==> src/rtl/iwin_pkg.sv <==
// Shared types of the indirect access window.
// Assumes nothing beyond being compiled before the modules that import it.
package iwin_pkg;

    // Region selected by the stored pointer.
    typedef enum logic [1:0] {
        RGN_REGS  = 2'd0,
        RGN_HOLE  = 2'd1,
        RGN_FLASH = 2'd2
    } rgn_e;

    // Access sequencer states.
    typedef enum logic [1:0] {
        ST_IDLE = 2'd0,
        ST_BUSY = 2'd1,
        ST_RESP = 2'd2
    } st_e;

    // Routing decision for one data-register access.
    typedef struct packed {
        logic fwd;    // send the access to a back-side target
        logic flash;  // target is the flash window (else register space)
        logic err;    // access violates lane or region rules
    } route_t;

endpackage

==> src/rtl/iwin_decode.sv <==
// Classifies the stored pointer into a region and checks the host byte
// enables against the pointer's low bits; purely combinational.
// Assumes byte enables are active low and LANES is a power of two.
module iwin_decode
    import iwin_pkg::*;
#(
    parameter int          ADDR_W     = 20,
    parameter int          LANES      = 4,
    parameter int unsigned REG_LIMIT  = 32'h0002_0000,
    parameter int unsigned FLASH_BASE = 32'h0008_0000
) (
    input  logic [ADDR_W-1:0] ptr,
    input  logic [LANES-1:0]  be_n,
    output route_t            route
);

    localparam int OFS_W = $clog2(LANES);
    localparam int NSZ   = OFS_W + 1;

    logic [OFS_W-1:0] lane;
    logic [NSZ-1:0]   fit;
    logic             lane_ok;
    logic             dword_ok;
    rgn_e             rgn;

    assign lane = ptr[OFS_W-1:0];

    // One aligned-pattern match per access size: 1, 2, 4 ... LANES bytes.
    for (genvar gi = 0; gi < NSZ; gi++) begin : g_size
        localparam int               SZ   = 1 << gi;
        localparam logic [LANES-1:0] MASK = LANES'((1 << SZ) - 1);
        logic [LANES-1:0] want_n;
        assign want_n  = ~(MASK << lane);
        assign fit[gi] = ((lane & OFS_W'(SZ - 1)) == '0) && (be_n == want_n);
    end

    assign lane_ok  = |fit;
    assign dword_ok = fit[NSZ-1];

    // Region split of the pointer space.
    always_comb begin
        if (32'(ptr) < REG_LIMIT)        rgn = RGN_REGS;
        else if (32'(ptr) >= FLASH_BASE) rgn = RGN_FLASH;
        else                             rgn = RGN_HOLE;
    end

    // Routing rule: flash takes any legal size, others need a full dword.
    always_comb begin
        route.flash = (rgn == RGN_FLASH);
        route.fwd   = (route.flash && lane_ok) || ((rgn == RGN_REGS) && dword_ok);
        route.err   = route.flash ? !lane_ok : !dword_ok;
    end

endmodule

==> src/rtl/iwin_seq.sv <==
// Access sequencer: takes a host request, either answers it locally or
// issues a registered back-side access and waits for the target's ready,
// then returns a one-cycle host ready with the captured read data.
// Assumes the host holds its strobe until ready and drops it right after.
module iwin_seq
    import iwin_pkg::*;
#(
    parameter int ADDR_W = 20,
    parameter int DW     = 32,
    parameter int LANES  = DW / 8
) (
    input  logic              clk,
    input  logic              rst_n,
    input  logic              req,
    input  logic              fwd,
    input  logic              flash,
    input  logic              is_wr,
    input  logic [DW-1:0]     local_rdata,
    input  logic [ADDR_W-1:0] tgt_addr,
    input  logic [LANES-1:0]  be_n,
    input  logic [DW-1:0]     wdata,
    output logic              accept,
    output logic              h_ready,
    output logic [DW-1:0]     h_rdata,
    output logic [ADDR_W-1:0] bk_addr,
    output logic [LANES-1:0]  bk_be_n,
    output logic [DW-1:0]     bk_wdata,
    output logic              reg_rd,
    output logic              reg_wr,
    input  logic [DW-1:0]     reg_rdata,
    input  logic              reg_ready,
    output logic              fl_rd,
    output logic              fl_wr,
    input  logic [DW-1:0]     fl_rdata,
    input  logic              fl_ready
);

    st_e          st;
    logic         tgt_flash_q;
    logic         wr_q;
    logic [DW-1:0] rdata_q;
    logic         busy;
    logic         hit;

    assign busy   = (st == ST_BUSY);
    assign accept = (st == ST_IDLE) && req;
    assign hit    = tgt_flash_q ? fl_ready : reg_ready;

    // State, back-side fields and response data.
    always_ff @(posedge clk) begin
        if (!rst_n) begin
            st          <= ST_IDLE;
            tgt_flash_q <= 1'b0;
            wr_q        <= 1'b0;
            rdata_q     <= '0;
            bk_addr     <= '0;
            bk_be_n     <= '1;
            bk_wdata    <= '0;
        end else begin
            case (st)
                ST_IDLE: begin
                    if (req) begin
                        if (fwd) begin
                            tgt_flash_q <= flash;
                            wr_q        <= is_wr;
                            bk_addr     <= tgt_addr;
                            bk_be_n     <= be_n;
                            bk_wdata    <= wdata;
                            st          <= ST_BUSY;
                        end else begin
                            rdata_q <= is_wr ? '0 : local_rdata;
                            st      <= ST_RESP;
                        end
                    end
                end
                ST_BUSY: begin
                    if (hit) begin
                        rdata_q <= wr_q ? '0 : (tgt_flash_q ? fl_rdata : reg_rdata);
                        st      <= ST_RESP;
                    end
                end
                ST_RESP: st <= ST_IDLE;
                default: st <= ST_IDLE;
            endcase
        end
    end

    // Back-side strobes follow the busy state and the captured target.
    always_comb begin
        fl_rd  = busy &&  tgt_flash_q && !wr_q;
        fl_wr  = busy &&  tgt_flash_q &&  wr_q;
        reg_rd = busy && !tgt_flash_q && !wr_q;
        reg_wr = busy && !tgt_flash_q &&  wr_q;
    end

    // Host response: data only shown while ready.
    always_comb begin
        h_ready = (st == ST_RESP);
        h_rdata = h_ready ? rdata_q : '0;
    end

endmodule

==> src/rtl/iwin_port.sv <==
// Indirect access window top: pointer register at one offset, data
// register at another; data accesses are decoded against the pointer and
// either sent to a back-side target or answered locally. Keeps a sticky
// error flag for rejected accesses.
// Assumes one host strobe at a time, held until h_ready.
module iwin_port
    import iwin_pkg::*;
#(
    parameter int          ADDR_W     = 20,
    parameter int          DW         = 32,
    parameter int          OFS_W      = 3,
    parameter int          DATA_OFS   = 4,
    parameter int unsigned REG_LIMIT  = 32'h0002_0000,
    parameter int unsigned FLASH_BASE = 32'h0008_0000
) (
    input  logic              clk,
    input  logic              rst_n,
    input  logic [OFS_W-1:0]  h_ofs,
    input  logic [DW/8-1:0]   h_be_n,
    input  logic              h_rd,
    input  logic              h_wr,
    input  logic [DW-1:0]     h_wdata,
    output logic [DW-1:0]     h_rdata,
    output logic              h_ready,
    output logic              err_o,
    output logic [ADDR_W-1:0] bk_addr,
    output logic [DW/8-1:0]   bk_be_n,
    output logic [DW-1:0]     bk_wdata,
    output logic              reg_rd,
    output logic              reg_wr,
    input  logic [DW-1:0]     reg_rdata,
    input  logic              reg_ready,
    output logic              fl_rd,
    output logic              fl_wr,
    input  logic [DW-1:0]     fl_rdata,
    input  logic              fl_ready
);

    localparam int               LANES     = DW / 8;
    localparam logic [OFS_W-1:0] PTR_OFS   = '0;
    localparam logic [OFS_W-1:0] DOFS      = OFS_W'(DATA_OFS);
    localparam logic [ADDR_W-1:0] LANE_MSK = ADDR_W'(LANES - 1);

    logic [ADDR_W-1:0] ptr_q;
    logic              req;
    logic              is_ptr;
    logic              is_data;
    logic              accept;
    logic              full_be;
    logic              ptr_bad_wr;
    route_t            route;
    logic [DW-1:0]     local_rdata;
    logic [ADDR_W-1:0] tgt_addr;

    assign req      = h_rd || h_wr;
    assign is_ptr   = (h_ofs == PTR_OFS);
    assign is_data  = (h_ofs == DOFS);
    assign full_be  = (h_be_n == '0);
    assign tgt_addr = ptr_q & ~LANE_MSK;

    // Pointer write with partial lanes is rejected.
    assign ptr_bad_wr = is_ptr && h_wr && !full_be;

    // Locally answered read data: pointer readback, zero elsewhere.
    assign local_rdata = is_ptr ? DW'(ptr_q) : '0;

    iwin_decode #(
        .ADDR_W    (ADDR_W),
        .LANES     (LANES),
        .REG_LIMIT (REG_LIMIT),
        .FLASH_BASE(FLASH_BASE)
    ) u_dec (
        .ptr  (ptr_q),
        .be_n (h_be_n),
        .route(route)
    );

    iwin_seq #(
        .ADDR_W(ADDR_W),
        .DW    (DW),
        .LANES (LANES)
    ) u_seq (
        .clk        (clk),
        .rst_n      (rst_n),
        .req        (req),
        .fwd        (is_data && route.fwd),
        .flash      (route.flash),
        .is_wr      (h_wr),
        .local_rdata(local_rdata),
        .tgt_addr   (tgt_addr),
        .be_n       (h_be_n),
        .wdata      (h_wdata),
        .accept     (accept),
        .h_ready    (h_ready),
        .h_rdata    (h_rdata),
        .bk_addr    (bk_addr),
        .bk_be_n    (bk_be_n),
        .bk_wdata   (bk_wdata),
        .reg_rd     (reg_rd),
        .reg_wr     (reg_wr),
        .reg_rdata  (reg_rdata),
        .reg_ready  (reg_ready),
        .fl_rd      (fl_rd),
        .fl_wr      (fl_wr),
        .fl_rdata   (fl_rdata),
        .fl_ready   (fl_ready)
    );

    // Pointer register: updated only by full-dword writes to its offset.
    always_ff @(posedge clk) begin
        if (!rst_n)
            ptr_q <= '0;
        else if (accept && is_ptr && h_wr && full_be)
            ptr_q <= h_wdata[ADDR_W-1:0];
    end

    // Sticky error flag, cleared only by reset.
    always_ff @(posedge clk) begin
        if (!rst_n)
            err_o <= 1'b0;
        else if (accept && ((is_data && route.err) || ptr_bad_wr))
            err_o <= 1'b1;
    end

endmodule

==> config.mk <==
export PLATFORM = sky130hd
export DESIGN_NAME = iwin_port
export DESIGN_NICKNAME = d
export VERILOG_FILES = /design/src/rtl/iwin_pkg.sv /design/src/rtl/iwin_decode.sv /design/src/rtl/iwin_seq.sv /design/src/rtl/iwin_port.sv
export SDC_FILE = /design/constraint.sdc
export NUM_CORES = 1
export LEC_CHECK = 0
export BUFFER_PORTS_ARGS = -buffer_cell sky130_fd_sc_hd__buf_2
export CAP_MARGIN = 20
export CORE_UTILIZATION = 30
export CTS_CLUSTER_SIZE = 28
export DETAILED_ROUTE_END_ITERATION = 16
export PLACE_DENSITY_LB_ADDON = 0.1
export SLEW_MARGIN = 25
export SYNTH_ARGS = -nofsm -noshare
export SYNTH_HDL_FRONTEND = slang
export SYNTH_SLANG_ARGS = --single-unit
==> constraint.sdc <==
create_clock -name clk -period 4.9 [get_ports clk]
set_clock_uncertainty 0.1 [all_clocks]
set_input_delay 1.47 -clock clk [delete_from_list [all_inputs] [get_ports clk]]
set_output_delay 1.47 -clock clk [all_outputs]
set_load 0.01 [all_outputs]
# ---- Word-level counts from Yosys, hierarchy flattened
# Index checks and enable logic that the tools add are counted.
dict set report word_totals {
  regBits 111
  latch_bits 0
  ram_bits 0
  rom_bits 0
  output_inout_bits 94
  memories 0
}
dict set report op_classes {
  n_addsub 0
  mul 0
  div_mod_pow 0
  magnitude_cmp 2
  n_eq_ne 10
  shifts 3
  muxes 17
  bitwise 3
  reduce_logical 38
}
# cell n
set op_table {}
lappend op_table {{two-way mux 32 bit} 6}
lappend op_table {{one-hot mux 32 bit (2 select lines)} 1}
lappend op_table {{two-way mux 20 bit} 2}
lappend op_table {{greater-or-equal comparator 20 bit (second input constant)} 1}
lappend op_table {{< comparator 20 x 18 -> 1 bit (second input constant)} 1}
lappend op_table {{logical AND 1 bit} 19}
lappend op_table {{equality test 4 bit} 3}
lappend op_table {{inverter 4 bit} 3}
lappend op_table {{two-way mux 2 bit} 5}
lappend op_table {{logical NOT 2 bit} 4}
lappend op_table {{logical NOT 1 bit} 5}
lappend op_table {{equality test 2 bit (second input constant)} 2}
lappend op_table {{logical NOT 4 bit} 1}
lappend op_table {{!= test 2 bit (second input constant)} 2}
lappend op_table {{one-hot mux 2 bit (2 select lines)} 1}
lappend op_table {{AND reduction 4 bit} 1}
lappend op_table {{<< shifter 1 x 2 -> 4 bit (first input constant)} 1}
lappend op_table {{<< shifter 2 x 2 -> 4 bit (first input constant)} 1}
lappend op_table {{<< shifter 4 x 2 -> 4 bit (first input constant)} 1}
lappend op_table {{equality test 3 bit (second input constant)} 1}
lappend op_table {{logical NOT 3 bit} 1}
lappend op_table {{logical OR 1 bit} 3}
lappend op_table {{AND reduction 3 bit} 1}
lappend op_table {{OR reduction 3 bit} 1}
lappend op_table {{other kinds (5)} 6}

# ---- Logic depth before layout (Yosys ltp)
dict set report depth {
  ltp_word 11
  depth_mapped 10
}

# ---- Hierarchy
# A second synthesis with hierarchy kept.
dict set report hier_totals {
  cells_unflattened 642
  hier_area_um2 5711.7
}
# module n_inst cells_per_inst area_each_um2
set modules_own_cells {}
lappend modules_own_cells {iwin_seq 1 496 4453.0}
lappend modules_own_cells {iwin_port 1 121 1049.8}
lappend modules_own_cells {iwin_decode 1 25 209.0}

# ---- Least setup slack after synthesis
# No wires, ideal clock.
dict set report synth_path {
  path_type {input to register}
  startpoint {input port h_be_n[0]}
  endpoint {register u_seq.rdata_q[21]}
  setup_ns 0.072
  t_arrival_ns 2.927
  required_ns 4.728
  path_slack_ns 1.801
  cell_stages 8
  cell_sequence {xnor2_1 > nor2_1 > and3_2 > o31ai_4 > and2_4 > buf_6 > buf_6 > mux2i_1}
}
dict set report synth_via {
  elab_chain_len 8
  elab_cells_between_ends 12
}
# item line_no
set synth_rtl {}
lappend synth_rtl {{from (decl)} iwin_port.sv:19} ;# input logic [DW/8-1:0] h_be_n,
lappend synth_rtl {{equality test 4 bit} iwin_decode.sv:34} ;# assign fit[gi] = ((lane & OFS_W'(SZ - 1)) == '0) && (be_n == want_n);
lappend synth_rtl {{logical AND 1 bit} iwin_decode.sv:34}
lappend synth_rtl {{OR reduction 3 bit} iwin_decode.sv:37} ;# assign lane_ok = |fit;
lappend synth_rtl {{logical AND 1 bit} iwin_decode.sv:50} ;# route.fwd = (route.flash && lane_ok) || ((rgn == RGN_REGS) && dword_ok);
lappend synth_rtl {{logical OR 1 bit (*)} iwin_decode.sv:50}
lappend synth_rtl {{logical AND 1 bit (*)} iwin_port.sv:86} ;# .fwd (is_data && route.fwd),
lappend synth_rtl {{!= test 2 bit (no source line) (*)} n/a}
lappend synth_rtl {{AND reduction 4 bit (no source line) (*)} n/a}
lappend synth_rtl {{to (signal assigned)} iwin_seq.sv:71} ;# rdata_q <= is_wr ? '0 : local_rdata;
lappend synth_rtl {{to (signal assigned)} iwin_seq.sv:78} ;# rdata_q <= wr_q ? '0 : (tgt_flash_q ? fl_rdata : reg_rdata);
lappend synth_rtl {{to (decl)} iwin_seq.sv:41} ;# logic [DW-1:0] rdata_q;
# Mark *: on every way between the ends. The rest lies on a longest branch, timed or not.
# A chain may end at the register's enable or synchronous reset.

# ---- Worst setup path after layout
dict set report layout_path {
  startpoint {register u_seq.st[0]}
  endpoint {output port reg_rd}
}
dict set report layout_via {
  elab_chain_len 3
}
# item line_no
set layout_rtl {}
lappend layout_rtl {{from (decl)} iwin_seq.sv:38} ;# st_e st;
lappend layout_rtl {{from (signal assigned)} iwin_seq.sv:52} ;# st <= ST_IDLE;
lappend layout_rtl {{from (signal assigned)} iwin_seq.sv:69} ;# st <= ST_BUSY;
lappend layout_rtl {{from (signal assigned)} iwin_seq.sv:72} ;# st <= ST_RESP;
lappend layout_rtl {{equality test 2 x 1 -> 1 bit} iwin_seq.sv:45} ;# assign busy = (st == ST_BUSY);
lappend layout_rtl {{logical AND 1 bit (2 in a row)} iwin_seq.sv:92} ;# reg_rd = busy && !tgt_flash_q && !wr_q;
lappend layout_rtl {{to (decl)} iwin_port.sv:29} ;# output logic reg_rd,
# No other way between the ends.

==> key figures <==
Synthesis
  – Multiplexer share of the synthesized area: 13.10%
  – Register bit total from synthesis: 111
  – Synth Instances: 629
  – Register area share after synthesis: 41.24%
  – EDFF count, synth: 0
  – Simple-Gate Fraction of Synth Area: 25.99%
  – Synth cell types: 44
  – Compound-Gate Fraction of Synth Area: 11.43%
  – Area contributors post-synth: dfxtp_1, mux2i_1, nand2_1, o21ai_1, nand3_1
  – Commonest cells in the netlist: dfxtp_1, nand2_1, o21ai_1
  – Yosys top cell area share: 41.24%
  – Main synth FF type: dfxtp_1
  – Ys Warns: 0
  – Mapped Avg Cell Area: 8.565 um^2
  – Largest family of logic cells by synthesized area: simple AND/OR/NAND/NOR gates
  – Post-Synth Adder-Cell Area: 1.161%
  – Cell Area, Synth: 0.005388 mm^2
  – Async S/R FF share, synth: 0%
  – Synth area leader: dfxtp_1
  – XOR/XNOR share of the synthesized area: 1.301%

Drt
  – Router iterations before antenna repair: 4
  – Iter 0 DRT Violations: 208
  – Vias/cell: 4.701
  – Residual DRC count: 0
  – Total number of vias: 4795
  – Drt wl/cell: 14.96 um
  – Final wirelength: 15260 um
  – Post-DRT Antenna Nets: 0

Setup path
  – Element type at the critical path start: flop
  – Required @ worst endpoint: 3.33 ns
  – Critical path arrival: 1.91 ns
  – Worst setup path category: flop to output port
  – CP startpoint: u_seq.st[0]
  – Worst reg2reg startpoint: ptr_q[0]
  – Critical-path cell list: nor2b_1 -> nand2b_1 -> nor2_1 -> buf_2
  – R2r setup slk: 1.97 ns
  – Max stage delay on crit path: 0.45 ns
  – Cells on worst reg2reg path: 9
  – CP max FO: 21
  – Setup crit end kind: output port
  – Slowest cell on crit path: dfxtp_1
  – RR Endpoint: u_seq.bk_addr[10]
  – Crit path to: reg_rd

Clocking
  – Worst-Skew Late Latency: 0.35 ns
  – Reg clk slew, reported paths: 0.07 ns
  – Clk sink count: 111
  – CTS hold repair buffers: 0
  – H-tree levels: 3
  – Post-cts sizing count: 0
  – Root Driver: clkbuf_16
  – Post CTS Setup Buffer Count: 0
  – TritonCTS clock tree: built
  – TritonCTS buffer count: 9
  – Clock tree buffer depth: 2

Final layout
  – Multi-input logic area: 0.002878 mm^2
  – Final core occ: 38.83%
  – Finished Cell Area: 0.006763 mm^2
  – Number of diodes: 0
  – Area growth syn-to-layout: 25.52%
  – Layout cells sized above 1: 32.96%
  – FILL cells: 1862
  – FF+latch area: 0.002223 mm^2
  – Post-Layout Cell Count: 1020
  – Final #Nets: 904

Floorplanning
  – Core Area: 0.01742 mm^2
  – Ports: 203
  – Die ar.: 0.01850 mm^2
  – Die H: 136.0 um
  – Die X: 136.0 um
  – Row count: 48
  – Initial core utilization: 30.93%

STA
  – Slew margin rel.: 31.73%
  – Final Slew Violations: 0
  – # setup viols final: 0
  – Final setup margin: 1.424 ns
  – Period Utilization, post-route: 70.95%
  – Final Hold Viols: 0
  – Min Tclk post-route: 3.476 ns
  – RSZ-0062 raised after global routing: false
  – Setup TNS: 0 ns
  – Final hold slack: 0.3453 ns
  – Max Fclk: 0.2877 GHz
  – Least-Margin Pin Slew: 1.024 ns

Power and ir drop
  – Pwr Density: 266.3 mW/mm^2
  – Max VDD drop: 0.1556 mV
  – Leak Pwr: 2.960 nW
  – Design Power: 1.801 mW

GRT
  – Initial antenna violation count: 1
  – Largest net degree at the start of global routing: 123
  – First-pass GRT wire length: 23160 um
  – Grt ovf: 0
  – Gr usage total: 16.22%
  – Vias in the first global route: 4457

Placed design
  – Placed cells: 1004
  – Post-DP HPWL: 11240 um
  – Final GP Congestion: 0.7356
  – Place WS: 1.095 ns
  – Post-Place Cell Area: 0.006466 mm^2
  – Port Buffer Count: 200

Min path
  – Hold Startpoint: u_seq.rdata_q[19]
  – Worst Hold Class: flop to flop

Outcome
  – Status: completed

Job
  – Max Cap Violations: 0
==> worst min-delay path by stage <==
stage	end	cells past startpoint	slack [ns]
after global routing	u_seq.rdata_q[12]	2	0.36
after global placement	u_seq.bk_wdata[12]	2	0.33
final	u_seq.rdata_q[19]	2	0.35
after CTS	u_seq.rdata_q[5]	2	0.35
after detailed placement	u_seq.bk_addr[17]	2	0.34
after floorplan	u_seq.rdata_q[0]	2	0.32
==> cell type report <==
cell class / count / share of cell area (%)
repair buffers: 206 / 15.93
inverters: 3 / 0.1665
clock buffers: 11 / 3.589
well taps: 225 / 4.163
multi-input cells: 459 / 42.55
clock inverters: 5 / 0.7216
flip-flops and latches: 111 / 32.88
==> metal layers <==
layer,vias to the layer above,wire length (um),share of wire [%],GRT usage (%)
met5,-,17,0.11,0
met4,2,147,0.96,5.185
met3,12,980,6.4,2.908
met2,140,6995,46,26.37
met1,2160,7120,47,21.59
li1,2481,-,-,-
==> sequential cells by signal (all words and copies together), names as in the netlist <==
name,cells
u_seq.tgt_flash_q,1
err_o,1
u_seq.bk_addr,18
ptr_q,20
u_seq.wr_q,1
u_seq.bk_be_n,4
u_seq.bk_wdata,32
u_seq.st,2
u_seq.rdata_q,32
==> critical path, delay by kind of cell, from the launching register on <==
family	cells	cell delay [ns]
and+or+nand+nor	3	0.96
DFF	1	0.45
buffers and inverters	1	0.15
==> cells by family after synthesis <==
group	after synthesis
AO/OA/AOI/OAI	104
multiplexers	69
buffers and inverters	60
adder cells (fa/ha/maj)	5
XOR/XNOR	8
other	1
flip-flops	111
AND/OR/NAND/NOR	271
==> where the power goes <==
part	internal (mW)	leakage [nW]	switching, mW
sequential	0.907	0.895	0.00454
combinational	0.0664	1.92	0.0944
clock	0.372	0.145	0.356
total	1.35	2.96	0.455
==> layout by cell type, fill, tap and decap left out, types with 2 or more instances in the layout <==
| master | count |
|---|---|
| ha_1 | 5 |
| dfxtp_1 | 110 |
| inv_1 | 3 |
| buf_12 | 2 |
| o21ai_1 | 61 |
| nand2_1 | 110 |
| o21ai_2 | 10 |
| o21ai_0 | 22 |
| inv_8 | 2 |
| buf_4 | 4 |
| and2_1 | 33 |
| a21oi_1 | 2 |
| nor2_1 | 6 |
| xnor2_1 | 5 |
| nor2b_1 | 23 |
| mux2_2 | 12 |
| mux2i_1 | 57 |
| and3_1 | 3 |
| clkbuf_16 | 9 |
| nand3_1 | 52 |
| nand3_2 | 10 |
| nand4_1 | 20 |
| buf_2 | 199 |
| conb_1 | 2 |
| inv_6 | 2 |
| xor2_1 | 3 |
| a21boi_0 | 2 |
| nor3_1 | 2 |
(Power assumes the default switching activity.)
